--- config.mk ---
export PLATFORM = sky130hd
export DESIGN_NAME = mtag_gen
export DESIGN_NICKNAME = d
export VERILOG_FILES = /design/src/rtl/mtag_pkg.sv /design/src/rtl/mtag_lfsr.sv /design/src/rtl/mtag_walk.sv /design/src/rtl/mtag_ptr.sv /design/src/rtl/mtag_gen.sv
export SDC_FILE = /design/constraint.sdc
export NUM_CORES = 1
export LEC_CHECK = 0
export ABC_CLOCK_PERIOD_IN_PS = 3700
export BUFFER_PORTS_ARGS = -buffer_cell sky130_fd_sc_hd__buf_2
export CORE_UTILIZATION = 40
export CTS_BUF_LIST = sky130_fd_sc_hd__clkbuf_8
export DETAILED_ROUTE_END_ITERATION = 6
export HOLD_SLACK_MARGIN = 0.12
export PLACE_DENSITY_LB_ADDON = 0.08
export SETUP_SLACK_MARGIN = 0.15
export SLEW_MARGIN = 20
export SYNTH_ARGS = -nofsm -noshare
export SYNTH_HDL_FRONTEND = slang
export SYNTH_HIERARCHICAL = 1
export SYNTH_SLANG_ARGS = --single-unit
export TNS_END_PERCENT = 10
--- constraint.sdc ---
create_clock -name clk -period 3.7 [get_ports clk]
set_clock_uncertainty 0.05 [all_clocks]
set_input_delay 0.185 -clock clk [delete_from_list [all_inputs] [get_ports clk]]
set_output_delay 0.185 -clock clk [all_outputs]
set_load 0.01 [all_outputs]
--- src/rtl/mtag_pkg.sv ---
package mtag_pkg;
  parameter int TAG_W   = 4;
  parameter int NTAGS   = 1 << TAG_W;
  parameter int SEED_W  = 16;
  parameter int STATE_W = SEED_W + 2 * TAG_W;

  typedef logic [TAG_W-1:0]  tag_t;
  typedef logic [NTAGS-1:0]  mask_t;
  typedef logic [SEED_W-1:0] seed_t;

  typedef enum logic [1:0] {PH_IDLE, PH_WALK, PH_DONE} phase_t;

  // Feedback bit of the seed shift register.
  function automatic logic lfsr_fb(seed_t s);
    return s[5] ^ s[3] ^ s[2] ^ s[0];
  endfunction

  // Seed after one full draw of TAG_W steps.
  function automatic seed_t seed_after(seed_t s);
    seed_t v = s;
    for (int i = 0; i < TAG_W; i++) v = {lfsr_fb(v), v[SEED_W-1:1]};
    return v;
  endfunction
endpackage

--- src/rtl/mtag_lfsr.sv ---
module mtag_lfsr
  import mtag_pkg::*;
(
  input  seed_t seed_in,
  output tag_t  draw_ofs,
  output seed_t seed_out
);
  seed_t chain [TAG_W+1];
  logic [TAG_W-1:0] fb;

  assign chain[0] = seed_in;

  for (genvar gi = 0; gi < TAG_W; gi++) begin : g_step
    assign fb[gi]       = lfsr_fb(chain[gi]);
    assign chain[gi+1]  = {fb[gi], chain[gi][SEED_W-1:1]};
  end

  assign draw_ofs = fb;
  assign seed_out = chain[TAG_W];
endmodule

--- src/rtl/mtag_walk.sv ---
module mtag_walk
  import mtag_pkg::*;
(
  input  logic  clk,
  input  logic  rst_n,
  input  logic  go,
  input  tag_t  start_tag,
  input  tag_t  step_ofs,
  input  mask_t excl,
  output logic  fin,
  output tag_t  fin_tag
);
  logic  busy;
  logic  zmode;
  tag_t  cur, rem;
  mask_t excl_q;
  tag_t  nxt;
  logic  hit, last;

  always_comb begin
    nxt     = cur + tag_t'(1);
    hit     = zmode ? !excl_q[cur] : !excl_q[nxt];
    last    = zmode || (rem == tag_t'(1));
    fin     = busy && hit && last;
    fin_tag = zmode ? cur : nxt;
  end

  always_ff @(posedge clk) begin
    if (!rst_n) begin
      busy   <= 1'b0;
      zmode  <= 1'b0;
      cur    <= '0;
      rem    <= '0;
      excl_q <= '0;
    end else if (go) begin
      busy   <= 1'b1;
      cur    <= start_tag;
      rem    <= step_ofs;
      zmode  <= (step_ofs == '0);
      excl_q <= excl;
    end else if (busy) begin
      if (fin) begin
        busy <= 1'b0;
      end else begin
        cur <= nxt;
        if (!zmode && hit) rem <= rem - tag_t'(1);
      end
    end
  end
endmodule

--- src/rtl/mtag_ptr.sv ---
module mtag_ptr #(
  parameter int PTR_W  = 64,
  parameter int AOFS_W = 16
) (
  input  logic              adjust,
  input  logic [PTR_W-1:0]  ptr_in,
  input  logic [AOFS_W-1:0] addr_ofs,
  output logic [PTR_W-1:0]  ptr_base
);
  localparam int EXT_W = PTR_W - AOFS_W;
  logic [PTR_W-1:0] ofs_ext;

  assign ofs_ext  = {{EXT_W{addr_ofs[AOFS_W-1]}}, addr_ofs};
  assign ptr_base = adjust ? (ptr_in + ofs_ext) : ptr_in;
endmodule

--- src/rtl/mtag_gen.sv ---
module mtag_gen
  import mtag_pkg::*;
#(
  parameter int PTR_W   = 64,
  parameter int TAG_LSB = 56,
  parameter int AOFS_W  = 16
) (
  input  logic                clk,
  input  logic                rst_n,
  input  logic [NTAGS-1:0]    cfg_excl,
  input  logic                st_load_valid,
  input  logic [SEED_W-1:0]   st_load_seed,
  input  logic [TAG_W-1:0]    st_load_tag,
  output logic [STATE_W-1:0]  st_state,
  input  logic                req_valid,
  output logic                req_ready,
  input  logic                req_mode,
  input  logic [PTR_W-1:0]    req_ptr,
  input  logic [NTAGS-1:0]    req_excl,
  input  logic [TAG_W-1:0]    req_tag_ofs,
  input  logic [AOFS_W-1:0]   req_addr_ofs,
  output logic                rsp_valid,
  input  logic                rsp_ready,
  output logic [PTR_W-1:0]    rsp_ptr
);
  phase_t           phase;
  seed_t            seed_q;
  tag_t             tag_q;
  logic             mode_q;
  logic [PTR_W-1:0] base_q, rsp_q;

  logic             acc, all_ex, fin;
  tag_t             draw_ofs, start_tag, step_ofs, fin_tag;
  seed_t            seed_nx;
  mask_t            eff_excl;
  logic [PTR_W-1:0] base;

  mtag_lfsr u_lfsr (
    .seed_in  (seed_q),
    .draw_ofs (draw_ofs),
    .seed_out (seed_nx)
  );

  mtag_ptr #(.PTR_W(PTR_W), .AOFS_W(AOFS_W)) u_ptr (
    .adjust   (req_mode),
    .ptr_in   (req_ptr),
    .addr_ofs (req_addr_ofs),
    .ptr_base (base)
  );

  always_comb begin
    req_ready = (phase == PH_IDLE);
    acc       = req_valid && req_ready;
    start_tag = req_mode ? req_ptr[TAG_LSB +: TAG_W] : tag_q;
    step_ofs  = req_mode ? req_tag_ofs : draw_ofs;
    eff_excl  = req_mode ? cfg_excl : (req_excl | cfg_excl);
    all_ex    = &eff_excl;
  end

  mtag_walk u_walk (
    .clk       (clk),
    .rst_n     (rst_n),
    .go        (acc && !all_ex),
    .start_tag (start_tag),
    .step_ofs  (step_ofs),
    .excl      (eff_excl),
    .fin       (fin),
    .fin_tag   (fin_tag)
  );

  // Channel phase and result register
  always_ff @(posedge clk) begin
    if (!rst_n) begin
      phase  <= PH_IDLE;
      mode_q <= 1'b0;
      base_q <= '0;
      rsp_q  <= '0;
    end else begin
      case (phase)
        PH_IDLE: if (acc) begin
          mode_q <= req_mode;
          base_q <= base;
          if (all_ex) begin
            rsp_q                    <= base;
            rsp_q[TAG_LSB +: TAG_W]  <= '0;
            phase                    <= PH_DONE;
          end else begin
            phase <= PH_WALK;
          end
        end
        PH_WALK: if (fin) begin
          rsp_q                   <= base_q;
          rsp_q[TAG_LSB +: TAG_W] <= fin_tag;
          phase                   <= PH_DONE;
        end
        PH_DONE: if (rsp_ready) phase <= PH_IDLE;
        default: phase <= PH_IDLE;
      endcase
    end
  end

  // Seed and last-tag state
  always_ff @(posedge clk) begin
    if (!rst_n) begin
      seed_q <= '0;
      tag_q  <= '0;
    end else if (st_load_valid) begin
      seed_q <= st_load_seed;
      tag_q  <= st_load_tag;
    end else begin
      if (acc && !req_mode) begin
        seed_q <= seed_nx;
        if (all_ex) tag_q <= '0;
      end
      if (fin && !mode_q) tag_q <= fin_tag;
    end
  end

  assign st_state  = {seed_q, {TAG_W{1'b0}}, tag_q};
  assign rsp_valid = (phase == PH_DONE);
  assign rsp_ptr   = rsp_q;
endmodule

* After elaboration in Yosys (flattened, before gate mapping) *
Cells that the tools add are included.

word-level totals
  flip-flop bits (word level) = 177
  bits of input ports = 142
  output and inout port bits = 90
  word-level logic and storage cells = 101

operators by class
  add/subtract/negate cells = 3
  $lt $le $gt $ge = 2
  equality and inequality tests = 8
  muxes and demuxes = 35
  bitwise gates (word level) = 13
  reduce and logical (&&, ||, !) cells = 29

operators with widths
  cell                                                                           count
  64-bit 2-to-1 mux                                                              4
  64-bit case mux with 2 select lines                                            1
  64-bit adder                                                                   1
  4-bit 2-to-1 mux                                                               14
  16-bit 2-to-1 mux                                                              3
  16-bit bitwise OR                                                              1
  16-bit AND reduction                                                           1
  1-bit XOR                                                                      12
  4-bit by 5-bit less-than comparator with 1-bit output (second input constant)  2
  1-bit binary-select mux with 4-bit select                                      2
  2-bit 2-to-1 mux                                                               4
  2-bit by 1-bit != test with 1-bit output (second input constant)               4
  2-bit nonzero test                                                             4
  1-bit logical AND                                                              7
  1-bit zero test                                                                6
  1-bit 2-to-1 mux                                                               6
  2-bit case mux with 3 select lines                                             1
  2-bit AND reduction                                                            3
  3-bit AND reduction                                                            2
  3-bit nonzero test                                                             2
  4-bit by 1-bit adder with 4-bit output (second input constant)                 1
  4-bit by 1-bit == test with 1-bit output (second input constant)               1
  4-bit zero test                                                                1
  4-bit AND reduction                                                            1
  6 further kinds                                                                6

* Logic depth before layout (Yosys ltp) *
Gate-level depths: netlist of run 1.

  depth after elaboration = 10
  depth in mapped cells = 14
  gate-level depth less buffers = 14

* Hierarchy *
The synthesis of run 1 kept the hierarchy.

modules (own cells, without submodules)
  module     times used  cells an instance  area each (sq um)  sequential area each (sq um)
  mtag_gen   1           738                6536.3             2942.8
  mtag_ptr   1           665                4652.0             0.0
  mtag_walk  1           175                1646.6             520.5
  mtag_lfsr  1           26                 222.7              0.0

* Worst setup path before layout of run 1 *
No wires, ideal clock.

  path type = register to register
  start point = reg u_walk.cur[1]
  end point = reg rsp_q[32] (netlist: rsp_ptr[32])
  setup time = 70 ps
  arrival time = 2996 ps
  required time = 3580 ps
  slack = 584 ps
  stages on the path, launching flop included = 13
  buffers on the path = 2
  clock period less this slack = 3116 ps
  path through = dfxtp_1 -> ha_1 -> xor2_2 -> mux4_2 -> or3_4 -> a21oi_4 -> nor2_1 -> nor2_1 -> and2_1 -> clkbuf_1 -> clkbuf_1 -> o31ai_1 -> a21oi_1

on the way
  longest elaborated chain between the ends = 9
  elaborated cells between the ends (all ways) = 12
  those cells by class = add/sub (1); eq/ne (1); mux (5); reduce/logical (5)

ends and longest elaborated chain
  what                                       line             source
  from (decl)                                mtag_walk.sv:15  tag_t cur, rem;
  from (signal assigned)                     mtag_walk.sv:37  cur <= start_tag;
  from (signal assigned)                     mtag_walk.sv:45  cur <= nxt;
  4-bit by 1-bit adder with 4-bit output     mtag_walk.sv:21  nxt = cur + tag_t'(1);
  1-bit binary-select mux with 4-bit select  mtag_walk.sv:22  hit = zmode ? !excl_q[cur] : !excl_q[nxt];
  1-bit 2-to-1 mux (not written as such)     mtag_walk.sv:22
  1-bit zero test                            mtag_walk.sv:22
  1-bit 2-to-1 mux *                         mtag_walk.sv:22
  1-bit logical AND * (2 in series)          mtag_walk.sv:24  fin = busy && hit && last;
  net fin                                    mtag_gen.sv:32   logic acc, all_ex, fin;
  2-bit != test (no line) *                  n/a
  4-bit AND reduction (no line) *            n/a
  to (signal assigned)                       mtag_gen.sv:84   rsp_q <= base;
  to (signal assigned)                       mtag_gen.sv:92   rsp_q <= base_q;
  to (signal, indexed assignment)            mtag_gen.sv:93   rsp_q[TAG_LSB +: TAG_W] <= fin_tag;
  to (decl)                                  mtag_gen.sv:30   logic [PTR_W-1:0] base_q, rsp_q;

Mark *: on every way through the listed nets, which the timed path passes. The rest lies on a longest branch. The select of a mux whose other input is x is not followed.
A chain may end at the register's enable or synchronous reset.

* Final worst setup path of run 1 *
  start point = in req_ptr[4]
  end point = reg rsp_q[50] (netlist: rsp_ptr[50])

on the way
  longest elaborated chain between the ends = 5

ends and longest elaborated chain
  what                                 line            source
  from (decl)                          mtag_gen.sv:18  input logic [PTR_W-1:0] req_ptr,
  64-bit adder                         mtag_ptr.sv:14  assign ptr_base = adjust ? (ptr_in + ofs_ext) : ptr_in;
  64-bit 2-to-1 mux                    mtag_ptr.sv:14
  net base[50]                         mtag_gen.sv:36  logic [PTR_W-1:0] base;
  64-bit 2-to-1 mux                    mtag_gen.sv:83  if (all_ex) begin
  64-bit 2-to-1 mux                    mtag_gen.sv:80  PH_IDLE: if (acc) begin
  64-bit case mux with 2 select lines  mtag_gen.sv:79  case (phase)

The timed path passes the listed nets, and every way through them passes these cells. The select of a mux whose other input is x is not followed.

==> flow_summary.json, run 1 <==
{
  "regArea_mm2": 0.00346,
  "grt_pass1_wl_um": 63200,
  "rows": 65,
  "worst_slack_ps": 259,
  "grtUsageTotal": 0.235,
  "hold_viol": 0,
  "grt_max_degree": 101,
  "leakagePower_nw": 7.26,
  "endpoint_kind": "flop",
  "route.vias.total": 12500,
  "grt_overflow": 0,
  "port_buffers": 227,
  "status": "complete, no violations",
  "syn_area_per_cell_um2": 8.15,
  "wl_per_cell_um": 17.4,
  "antenna_found_initial": 1,
  "clk_pin_slew_ps": 100,
  "crit_arrival_ps": 3760,
  "grt_pass1_vias": 11900,
  "fill_cells": 3112,
  "worstPathRequired_ps": 4020,
  "fmax_ghz": 0.291,
  "p_per_area_mw_per_mm2": 338,
  "route.detailed.drc": 0,
  "final_common_cell": "buf_2",
  "cts_buffer_depth": 2,
  "firstDrtPassIters": 5,
  "cts_tree": "built",
  "worstSetupStartpointType": "primary input",
  "fin_nets": 2060,
  "cp_max_fo": 5,
  "ant_nets": 0,
  "htree_levels": 4,
  "worstMarginPinSlew_ps": 1020,
  "drive_above_1_share": 0.213,
  "cts_sinks": 173,
  "via_per_inst": 5.49,
  "worst-setup-path-type": "in -> reg",
  "start_util": 0.408,
  "die_area_mm2": 0.0331,
  "ys_warn_count": 6,
  "ioPinCount": 232,
  "fin_hold_ws_ps": 159,
  "period_share": 0.930,
  "syn_area_mm2": 0.0129,
  "min_path_type": "in -> reg",
  "core-area_mm2": 0.0317,
  "chipWidth_um": 182,
  "dp_slack_ps": 65.0,
  "max-vdd-ir-drop_mv": 0.190,
  "slew_headroom": 0.322,
  "die_y_um": 182,
  "routed_wl_um": 39400,
  "fin_tns_setup_ps": 0,
  "rsz0062_at_grt": "yes",
  "final_max_slew_viol_count": 0,
  "hpwl_um": 27900,
  "multiInputGateArea_mm2": 0.00883,
  "detail_route.iter0.violations": 788,
  "cts_made_buffers": 17,
  "setup_viol": 0,
  "finalCriticalPeriod_ps": 3440,
  "netlist_instances": 1589,
  "gp_congestion": 0.911,
  "clkLatencyLatePin_ps": 480,
  "final_cell_mix": "buf_2, nand2_1, dfxtp_1, a21oi_1, dlygate4sd3_1",
  "cts-root-buf": "clkbuf_8",
  "area_growth_pct": 22.6,
  "maxCapViolCount": 0
}
[sequential cells by signal, summed over array words and instances (netlist names)]
name,cells
base_q,60
mode_q,1
phase,2
rsp_ptr,64
seed_q,16
tag_q,4
u_walk/busy,1
u_walk/cur,4
u_walk/excl_q,16
u_walk/rem,4
u_walk/zmode,1
[routing by layer]
metal / wire [µm] / track usage / vias to the layer above
li1: - / - / 6247
met1: 19800 / 0.333 / 5898
met2: 17600 / 0.376 / 279
met3: 1500 / 0.0319 / 30
met4: 479 / 0.0568 / 0
met5: 0 / 0 / -
[critical path, stage by stage]
cell	delay (ps)
dlygate4sd3_1	530
buf_2	150
ha_4	300
o211ai_2	130
a2111o_1	560
a2111oi_4	420
nor2_2	80
o41a_1	460
o21bai_2	190
a21oi_1	110
xnor2_1	130
mux2_2	270
mux2i_1	140
a21oi_1	90
[worst paths after layout]
| path | from | slack [ps] | end | depth (start not counted) |
|---|---|---|---|---|
| worst max-delay path | req_ptr[4] | 260 | rsp_ptr[50] | 14 |
| worst min-delay path | req_ptr[31] | 160 | base_q[31] | 4 |
| worst max register to register | u_walk/cur[1] | 350 | rsp_ptr[32] | 11 |
| worst min register to register | base_q[53] | 420 | base_q[53] | 2 |
[per-stage QoR]
step | util | instance area, µm² | std cells | power, mW
2_1_floorplan | - | 13000 | 1592 | 3.39
3_3_place_gp | 0.451 | 14300 | 2124 | 3.85
3_5_place_dp | 0.451 | 14300 | 2124 | 3.86
4_1_cts | 0.499 | 15800 | 2265 | 5.41
5_1_grt | 0.500 | 15900 | 2266 | 5.70
6_report | 0.501 | 15900 | 2268 | 5.37
[cell type report]
type | instances | share of cell area
multi-input cells | 1256 | 0.556
flip-flops and latches | 173 | 0.218
repair buffers | 374 | 0.162
well taps | 402 | 0.0317
clock buffers | 17 | 0.0147
clock inverters | 15 | 0.0106
inverters | 29 | 0.00686
diodes | 2 | 0.000315
[where the power goes]
group          internal, mW  switching [mW]  total, mW
clock network         0.572           0.859       1.43
registers              1.98          0.0781       2.06
logic                 0.863            1.01       1.88
total                  3.42            1.95       5.37
[what timing repair did]
| action | CTS | global route |
|---|---|---|
| hold buffers | 109 | 0 |
| setup buffers | 0 | 1 |
| resized for setup | 0 | 11 |
| endpoints found under the setup margin | 0 | 24 |
| hold endpoints to repair | 133 | 0 |
No activity file was read; power rests on OpenSTA's default activity.
==> run 2: changes to the inputs <==
--- a/config.mk
+++ b/config.mk
@@ -7,8 +7,9 @@
 export LEC_CHECK = 0
 export ABC_CLOCK_PERIOD_IN_PS = 3700
 export BUFFER_PORTS_ARGS = -buffer_cell sky130_fd_sc_hd__buf_2
+export CORE_ASPECT_RATIO = 0.7
 export CORE_UTILIZATION = 40
-export CTS_BUF_LIST = sky130_fd_sc_hd__clkbuf_8
+export CTS_BUF_LIST = sky130_fd_sc_hd__clkbuf_4 sky130_fd_sc_hd__clkbuf_8
 export DETAILED_ROUTE_END_ITERATION = 6
 export HOLD_SLACK_MARGIN = 0.12
 export PLACE_DENSITY_LB_ADDON = 0.08
==> run 2 against run 1 <==
  * Via count grew 1.2%
  * Sequential power about the same
  * Sequential share of layout area decreased by 0.29 points
  * Largest power group unchanged
  * Clock power increased by 11%
  * Die area about the same
  * Clock-buffer cell count up 2
  * Highest routed layer unchanged
  * Largest cell class unchanged
  * Global-route usage up 1.4 points
  * Core utilization up 1.1 points
  * Cell area up 1.4%
  * Total power rose by 4.0%
  * Final cell count increased by 1.6%
==> flow_summary.json, run 2 (same netlist as run 1, synthesis figures left out) <==
{
  "die_area_mm2": 0.0331,
  "dpl_cell_area_mm2": 0.0144,
  "largest_reg_flops": 64,
  "finalCriticalPeriod_ps": 3440,
  "r2r-end": "rsp_ptr[28]",
  "rows": 54,
  "min_path_type": "in -> reg",
  "route.detailed.drc": 0,
  "final_cell_mix": "buf_2, nand2_1, dfxtp_1, a21oi_1, dlygate4sd3_1",
  "cts-root-buf": "clkbuf_8",
  "grt_overflow": 0,
  "drive_above_1_share": 0.219,
  "min_from": "req_ptr[53]",
  "fin_tns_setup_ps": 0,
  "hpwl_um": 29600,
  "firstDrtPassIters": 5,
  "antenna_found_initial": 0,
  "clk_pin_slew_ps": 100,
  "fmax_ghz": 0.291,
  "antenna_cells": 0,
  "p_int_mw": 3.64,
  "cts_made_buffers": 17,
  "design_area_mm2": 0.0161,
  "switching_share": 0.347,
  "utilization": 0.511,
  "crit_arrival_ps": 3780,
  "cts_tree": "built",
  "status": "complete, no violations",
  "die_y_um": 153,
  "postCtsSetupBuffers": 0,
  "worstMarginPinSlew_ps": 1020,
  "clkLatencyLatePin_ps": 500,
  "p_per_area_mw_per_mm2": 347,
  "ant_nets": 0,
  "worstSetupStartpointType": "primary input",
  "route.vias.total": 12600,
  "ioPinCount": 232,
  "rsz0062_at_grt": "yes",
  "leakagePower_nw": 7.38,
  "p_comb_frac": 0.346,
  "seqPwrFrac": 0.369,
  "worstPathRequired_ps": 4040,
  "cts_buffer_depth": 2,
  "core-area_mm2": 0.0315,
  "area_growth_pct": 24.3,
  "fin_nets": 2081,
  "cts_sinks": 173,
  "period_share": 0.930,
  "endpoint_kind": "flop",
  "start_util": 0.411,
  "cp_max_fo": 5,
  "wl_per_cell_um": 18.0,
  "worstReg2RegStart": "u_walk/cur[0]",
  "grt_pass1_wl_um": 65800,
  "maxCapViolCount": 0,
  "grt_pass1_vias": 12000,
  "worstHoldEndpoint": "base_q[53]",
  "r2r_slack_ps": 330,
  "htree_levels": 4,
  "max-vdd-ir-drop_mv": 0.264,
  "worst-setup-path-type": "in -> reg",
  "via_per_inst": 5.47,
  "slew_headroom": 0.321,
  "port_buffers": 227,
  "p_clk_frac": 0.285,
  "gp_congestion": 0.903,
  "routed_wl_um": 41400,
  "r2r_cells": 11,
  "grt_max_degree": 103,
  "setup_viol": 0,
  "final_max_slew_viol_count": 0,
  "power.switching_mw": 1.94,
  "detail_route.iter0.violations": 810,
  "min_path_cells": 4,
  "grtUsageTotal": 0.249,
  "chipWidth_um": 217,
  "hold_viol": 0,
  "final_common_cell": "buf_2"
}
[run 2: cell types whose count changed in the layout (fill, tap and decap cells not counted), sizes merged, moves of 3 or more]
cell	before	now
buf	265	279
dlygate4sd3	109	116
inv	38	34
bufinv	1	4
clkinv	5	2
[run 2: power groups by stage]
| stage | Combinational (mW) | Sequential (mW) | Clock (mW) |
|---|---|---|---|
| 3_3_place_gp | 1.80 | 2.10 | 0 |
| 4_1_cts | 1.91 | 2.06 | 1.65 |
| 5_1_grt | 2.13 | 2.08 | 1.71 |
| 6_report | 1.93 | 2.06 | 1.59 |
| 2_1_floorplan | 1.30 | 2.09 | 0 |
| 3_5_place_dp | 1.80 | 2.10 | 0 |
[run 2: layer usage]
layer,vias up,share of wire,track usage,routed length [µm]
met2,330,0.41,0.358,16800
met5,-,0,0,0
li1,6288,-,-,-
met4,0,0.012,0.0550,478
met1,5962,0.53,0.383,22100
met3,27,0.049,0.0387,2020
[run 2: final cells by class]
cell class,count,area (µm²)
tap,420,526
multi-input combinational,1256,8820
sequential,173,3460
inverter,29,109
fill,3105,15400
timing repair buffer,395,2720
clock inverter,13,204
clock buffer,19,255
[run 2: how the worst max path moves through the flow]
stage                     slack [ps]  cells after the start           to             start
after floorplan                  580                     12  rsp_ptr[32]     u_walk/cur[1]
final                            260                     16  rsp_ptr[63]       req_ptr[11]
after CTS                        160                     16  rsp_ptr[49]       req_ptr[11]
after global placement             4                     15  rsp_ptr[43]  req_addr_ofs[15]
after detailed placement         -10                     16   base_q[61]  req_addr_ofs[15]
after global routing              80                     16  rsp_ptr[60]        req_ptr[5]
[run 2: metrics by stage]
stage | power (mW) | hold WS [ps] | worst slack [ps] | std cells
5_1_grt | 5.92 | 138 | 79.1 | 2305
6_report | 5.58 | 152 | 258 | 2305
3_3_place_gp | 3.90 | 401 | 3.53 | 2157
3_5_place_dp | 3.90 | 408 | -10.8 | 2157
2_1_floorplan | 3.39 | 347 | 584 | 1592
4_1_cts | 5.62 | 123 | 155 | 2305
[run 2: timing repair]
action                                  CTS  global route
gates resized for setup                   0            14
hold buffers                            116             0
endpoints found under the setup margin    0            71
endpoints found under the hold margin   142             0
[run 2: critical path, cell delays in order]
cell,delay (ps)
dlygate4sd3_1,540
buf_2,140
ha_1,370
nand2_1,120
nor2_2,240
o2111ai_2,290
a211oi_2,250
buf_4,160
nor2_1,60
o211a_1,260
a21o_1,210
o31ai_1,360
o21bai_1,170
o2111ai_1,150
mux2i_1,190
a21oi_1,80
